### config.mk
export PLATFORM = sky130hd
export DESIGN_NAME = interval_timer
export DESIGN_NICKNAME = d
export VERILOG_FILES = /design/src/rtl/itmr_pkg.sv /design/src/rtl/itmr_regs.sv /design/src/rtl/itmr_count.sv /design/src/rtl/itmr_irq.sv /design/src/rtl/interval_timer.sv
export SDC_FILE = /design/constraint.sdc
export NUM_CORES = 1
export LEC_CHECK = 0
export BUFFER_PORTS_ARGS = -buffer_cell sky130_fd_sc_hd__buf_2
export CAP_MARGIN = 20
export CORE_ASPECT_RATIO = 0.7
export CORE_MARGIN = 2
export CORE_UTILIZATION = 55
export DETAILED_ROUTE_END_ITERATION = 8
export PLACE_DENSITY = 0.78
export SLEW_MARGIN = 5
export SYNTH_ARGS = -nofsm -noshare
export SYNTH_HDL_FRONTEND = slang
export SYNTH_SLANG_ARGS = --single-unit
### constraint.sdc
create_clock -name clk -period 2.6 [get_ports clk]
set_input_delay 0.13 -clock clk [delete_from_list [all_inputs] [get_ports clk]]
set_output_delay 0.13 -clock clk [all_outputs]
set_load 0.05 [all_outputs]
### src/rtl/itmr_pkg.sv
package itmr_pkg;
  // Window offsets; the address bit selects which register a write targets.
  typedef enum logic {
    OFS_PERIOD = 1'b0,
    OFS_RUN    = 1'b1
  } itmr_ofs_e;
endpackage

### src/rtl/itmr_regs.sv
module itmr_regs
  import itmr_pkg::*;
#(
  parameter int PRE_W  = 7,
  parameter int DATA_W = 8
) (
  input  logic              clk,
  input  logic              rst_n,
  input  logic              wr_en,
  input  logic              wr_addr,
  input  logic [DATA_W-1:0] wr_data,
  output logic [PRE_W-1:0]  preload_q,
  output logic              run_q,
  output logic [DATA_W-1:0] io_q,
  output logic              start_o
);
  logic              wr_period, wr_run;
  logic [PRE_W-1:0]  preload_d;
  logic              run_d;
  logic [DATA_W-1:0] io_d;

  always_comb begin
    wr_period = wr_en && (itmr_ofs_e'(wr_addr) == OFS_PERIOD);
    wr_run    = wr_en && (itmr_ofs_e'(wr_addr) == OFS_RUN);
    preload_d = wr_period ? wr_data[PRE_W-1:0] : preload_q;
    run_d     = wr_run ? wr_data[0] : run_q;
    io_d      = wr_en ? wr_data : io_q;
    start_o   = wr_run && wr_data[0] && !run_q;
  end

  always_ff @(posedge clk or negedge rst_n) begin
    if (!rst_n) begin
      preload_q <= '1;
      run_q     <= 1'b0;
      io_q      <= '0;
    end else begin
      preload_q <= preload_d;
      run_q     <= run_d;
      io_q      <= io_d;
    end
  end

  // every write lands in the last-byte register
  a_r9_io_capture: assert property (@(posedge clk) disable iff (!rst_n)
    wr_en |=> io_q == $past(wr_data));
  // the period value changes only through a write at offset 0
  a_r2_period_hold: assert property (@(posedge clk) disable iff (!rst_n)
    !(wr_en && !wr_addr) |=> $stable(preload_q));
endmodule

### src/rtl/itmr_count.sv
module itmr_count #(
  parameter int PRE_W = 7,
  parameter int SHIFT = 10,
  localparam int CNT_W = PRE_W + SHIFT
) (
  input  logic             clk,
  input  logic             rst_n,
  input  logic             tick_en,
  input  logic             run_q,
  input  logic             load_i,
  input  logic [PRE_W-1:0] preload,
  output logic [CNT_W-1:0] count_q,
  output logic             expire_o
);
  logic [CNT_W-1:0] period_m1;
  logic [CNT_W-1:0] count_d;
  logic             step;

  always_comb begin
    period_m1 = {preload, {SHIFT{1'b1}}};
    step      = run_q && tick_en && !load_i;
    expire_o  = step && (count_q == '0);
    if (load_i)        count_d = period_m1;
    else if (expire_o) count_d = period_m1;
    else if (step)     count_d = count_q - CNT_W'(1);
    else               count_d = count_q;
  end

  always_ff @(posedge clk or negedge rst_n) begin
    if (!rst_n) count_q <= '0;
    else        count_q <= count_d;
  end

  // no tick, no movement
  a_r5_hold: assert property (@(posedge clk) disable iff (!rst_n)
    (!load_i && !(run_q && tick_en)) |=> $stable(count_q));
  // a running tick lowers the count by exactly one
  a_r5_step: assert property (@(posedge clk) disable iff (!rst_n)
    (!load_i && run_q && tick_en && count_q != '0) |=> count_q == $past(count_q) - CNT_W'(1));
  // expiry reloads the full period
  a_r6_reload: assert property (@(posedge clk) disable iff (!rst_n)
    expire_o |=> count_q == {$past(preload), {SHIFT{1'b1}}});
endmodule

### src/rtl/itmr_irq.sv
module itmr_irq (
  input  logic clk,
  input  logic rst_n,
  input  logic expire_i,
  input  logic ack_i,
  output logic irq_q
);
  logic irq_d;

  always_comb irq_d = expire_i || (irq_q && !ack_i);

  always_ff @(posedge clk or negedge rst_n) begin
    if (!rst_n) irq_q <= 1'b0;
    else        irq_q <= irq_d;
  end

  // the request is sticky until acknowledged
  a_r7_sticky: assert property (@(posedge clk) disable iff (!rst_n)
    (irq_q && !ack_i) |=> irq_q);
  // an expiry wins over a coincident ack
  a_r7_set_wins: assert property (@(posedge clk) disable iff (!rst_n)
    expire_i |=> irq_q);
  // an ack with no expiry clears it
  a_r7_clear: assert property (@(posedge clk) disable iff (!rst_n)
    (ack_i && !expire_i) |=> !irq_q);
endmodule

### src/rtl/interval_timer.sv
module interval_timer #(
  parameter int PRE_W  = 7,
  parameter int SHIFT  = 10,
  parameter int DATA_W = 8
) (
  input  logic              clk,
  input  logic              rst_n,
  input  logic              tick_en,
  input  logic              wr_en,
  input  logic              wr_addr,
  input  logic [DATA_W-1:0] wr_data,
  output logic [DATA_W-1:0] rd_data,
  input  logic              irq_ack,
  output logic              irq_req
);
  localparam int CNT_W = PRE_W + SHIFT;

  logic [PRE_W-1:0]  preload_q;
  logic              run_q;
  logic [DATA_W-1:0] io_q;
  logic              start;
  logic [CNT_W-1:0]  count_q;
  logic              expire;

  itmr_regs #(.PRE_W(PRE_W), .DATA_W(DATA_W)) u_regs (
    .clk       (clk),
    .rst_n     (rst_n),
    .wr_en     (wr_en),
    .wr_addr   (wr_addr),
    .wr_data   (wr_data),
    .preload_q (preload_q),
    .run_q     (run_q),
    .io_q      (io_q),
    .start_o   (start)
  );

  itmr_count #(.PRE_W(PRE_W), .SHIFT(SHIFT)) u_count (
    .clk      (clk),
    .rst_n    (rst_n),
    .tick_en  (tick_en),
    .run_q    (run_q),
    .load_i   (start),
    .preload  (preload_q),
    .count_q  (count_q),
    .expire_o (expire)
  );

  itmr_irq u_irq (
    .clk      (clk),
    .rst_n    (rst_n),
    .expire_i (expire),
    .ack_i    (irq_ack),
    .irq_q    (irq_req)
  );

  always_comb begin
    rd_data = '0;
    rd_data[DATA_W-1]  = io_q[DATA_W-1];
    rd_data[PRE_W-1:0] = count_q[CNT_W-1 -: PRE_W];
  end

  // a run write while running never reloads
  a_r4_no_reload: assert property (@(posedge clk) disable iff (!rst_n)
    (run_q && wr_en && wr_addr && wr_data[0] && !tick_en) |=> $stable(count_q));
endmodule

==> results.rst <==
.. list-table::
   :header-rows: 1

   * - Metric
     - Value
   * - Run status
     - finished clean
   * - Fin worst setup slack
     - 305 ps
   * - Wire length of the first global-routing pass
     - 4540 µm
   * - Resized cells post-CTS
     - 0
   * - Synth unique cells
     - 37
   * - Synthesized-area fraction occupied by ao, oa, aoi and oai cells
     - 8.24%
   * - Commonest cells in the netlist
     - 20 x dfrtp_1, 15 x nand2_1, 9 x a21oi_1, 9 x mux2_2, 9 x nor2_1
   * - Number of synthesis warnings
     - 0
   * - Required time of the worst setup path
     - 2760 ps
   * - Area added between synthesis and finish
     - 8.75%
   * - Initial DRC count
     - 51
   * - Placeable Area
     - 2500 µm²
   * - Row count
     - 15
   * - Placement-stage worst setup slack
     - ~340 ps
   * - Number of synthesized flops with an enable pin
     - 0
   * - Mean routed wirelength per cell
     - ~15 µm
   * - Critical path class
     - flip-flop to flip-flop
   * - Proportion of synthesized chip area in sequential cells
     - 46.5%
   * - Worst hold-check path type
     - input pin to flip-flop
   * - Type of element capturing the critical path
     - flip-flop
   * - Netlist Area Pre-Place
     - 1470 µm²
   * - Total via count after detailed routing
     - about 1,100
   * - Maximum ir drop on the vdd rail
     - 0.549 mV
   * - Starting density of the core
     - 59.0%
   * - Drt total wl
     - approximately 2800 µm
   * - Sum of overflow across all layers after global routing
     - 0
   * - Instance count of the mapped netlist
     - 143
   * - Data arrival at the endpoint of the critical path
     - 2460 ps
   * - Most instantiated library cell after synthesis
     - dfrtp_1
   * - Reported leakage power
     - 0.660 nW
   * - Post-CTS setup-driven buffer insertion count
     - 0
   * - Power per unit of standard cell area
     - approximately 700 nW/µm²
   * - Die Outline Area
     - about 3100 µm²
   * - Final Critical Period
     - between 2000 and 2500 ps
   * - IO buf count
     - 22
   * - Post-cts hold buffer count
     - 1
   * - Antenna diode instance count
     - 0
   * - Max-Slew Margin vs Limit
     - a little under two fifths
   * - Dominant combinational cell family by area after synthesis
     - simple AND/OR/NAND/NOR gates
   * - Post-route DRC
     - 0
   * - Largest driver fanout on the critical path
     - 22
   * - Kind of start point of the critical path
     - flip-flop
   * - Clock latency on the worst-skew pair
     - 270 ps
   * - Area fraction in and, or, nand and nor cells after synthesis
     - 23.4%
   * - Transition time of the tightest slew-check pin
     - about 940 ps
   * - Final slew viol count
     - 0
   * - CTS tree
     - done
   * - Area fraction of the dominant cell type after synthesis
     - 34.0%
   * - Top achievable clock speed
     - 0.436 GHz
   * - Clk Tree Root Cell
     - clkbuf_8
   * - Finished Core Util
     - 64.2%
   * - Number of routed nets with antenna violations
     - 0
   * - Max-cap violations
     - 0
   * - Number of buffers created by CTS
     - 3
   * - Fin nets
     - 176
   * - Die boundary width
     - 65.8 µm
   * - Adder-cell share of the synthesized area
     - 1.70%
   * - Number of buffers on the longest clock path
     - 2
   * - Antenna violations before repair
     - 0
   * - Clock-pin transition on the worst setup and hold timing paths
     - 90 ps
   * - Largest net degree at the start of global routing
     - 28
   * - Accumulated negative setup slack
     - 0 ps
   * - Synth Flop Type
     - dfrtp_1
   * - Xor-xnor portion of the synthesized cell area
     - under 10%
   * - Cell accounting for the most synthesized area
     - dfrtp_1
   * - Number of placed I/O pins
     - 23
   * - Final critical-path share of the clock period
     - 88.3%
   * - Setup-violating endpoint count in the final report
     - 0
   * - Unrepaired setup endpoints after global routing
     - false
   * - Synthesized flop and latch total
     - 27
   * - Number of detailed-route iterations in the first pass
     - 4
   * - Worst Clk Skew
     - around 2.8 ps
   * - Post-DP HPWL
     - slightly above 2000 µm
   * - Multiplexer area fraction after synthesis
     - 8.24%
   * - Die height
     - 47.3 µm
   * - Top cells by area in the synthesized netlist
     - dfrtp_1 34%, dfstp_2 12%, mux2_2 6.9%
   * - Post-route total power
     - 1.13 mW
   * - Layout cells sized above 1
     - 28.9%
   * - Number of global-route vias before repair
     - 1,044
   * - Average cell area after synthesis
     - 10.3 µm²
   * - Detailed-route vias per instance
     - 5.92
   * - Clock net sink count
     - 27
   * - Share of flip-flops with an asynchronous set or reset after synthesis
     - 100%
   * - Setup slack of the worst register-to-register path
     - 300 ps
   * - Routability-driven placement congestion ratio
     - 0.820
   * - Combined global-route utilization of all metal layers
     - roughly a fifth
   * - H-Tree Depth
     - 1
   * - Synthesized Nets
     - 159
   * - Final hold violation count
     - 0
-- cell type report --
cell class / count / area, µm²
clock buffer: 4 / 45.0
fill: 212 / 895
inverter: 3 / 11.3
multi-input combinational: 101 / 691
sequential: 27 / 684
tap: 34 / 42.5
timing repair buffer: 24 / 128
-- power by group --
part / internal (mW) / switching (mW) / leakage [nW]
Combinational: 0.111 / 0.206 / 0.353
Clock: 0.110 / 0.124 / 0.0228
Sequential: 0.503 / 0.0778 / 0.285
Total: 0.723 / 0.408 / 0.660
-- sequential cells by signal, indices dropped and copies added, names as in the netlist --
register,flops
u_count.count_q,17
u_irq.irq_q,1
u_regs.io_q,1
u_regs.preload_q,7
u_regs.run_q,1
-- critical path: stages (launching register included) --
cell	delay (ps)
dfrtp_1	380
inv_1	80
ha_1	210
and4b_1	170
and3_1	200
a21oi_2	720
a21oi_1	150
o221a_1	260
-- cells in the final DEF (no fill, tap or decap), types with 2 or more instances in the layout --
master,synthesis,routed
xor2_1,6,6
nor4_1,3,3
nand2_1,15,15
clkbuf_8,0,3
inv_1,3,3
dfstp_2,7,7
dfrtp_1,20,20
ha_1,2,2
or3_1,2,2
nand4b_1,2,2
mux2_2,9,9
xnor2_1,3,3
nor2_1,9,9
o21ai_0,2,2
nor3_1,2,2
nand3_1,8,8
buf_2,0,22
nor2b_1,2,2
and4b_1,2,2
a2bb2oi_1,2,2
and3_1,7,7
and4_1,2,2
a21oi_1,9,9
mux2i_1,2,2
-- through the flow --
| stage | cells | hold WS (ps) | instance area, µm² |
|---|---|---|---|
| after floorplan | 143 | -166 | 1470 |
| after global placement | 188 | 156 | 1550 |
| after detailed placement | 188 | 168 | 1550 |
| after CTS | 193 | 24.8 | 1600 |
| after global routing | 193 | 41.9 | 1600 |
| final | 193 | 33.2 | 1600 |
-- final timing paths --
check	startpoint	endpoint	depth (start not counted)
max	u_count.count_q[0]	u_count.count_q[13]	7
min	irq_ack	u_irq.irq_q	2
max reg2reg	u_count.count_q[0]	u_count.count_q[13]	7
min reg2reg	u_regs.io_q[7]	u_regs.io_q[7]	1
max in group asynchronous	rst_n	u_count.count_q[14]	2
min in group asynchronous	rst_n	u_regs.io_q[7]	2
-- logic make-up after synthesis --
logic type	count (synthesis)
simple gates	60
flops	27
compound gates	19
buf+inv	15
mux	11
xor+xnor	9
fa+ha+maj	2
-- metal layers --
| metal | share of wire, % | vias to the layer above | wire length (µm) | GRT usage, % |
|---|---|---|---|---|
| met5 | 0 | - | 0 | 0 |
| met4 | 0.82 | 0 | 23 | 7.08 |
| met3 | 6.9 | 2 | 194 | 5.28 |
| met2 | 45 | 49 | 1270 | 31.7 |
| met1 | 47 | 558 | 1320 | 26.4 |
| li1 | - | 534 | - | - |
No activity file was read; power rests on OpenSTA's default activity.
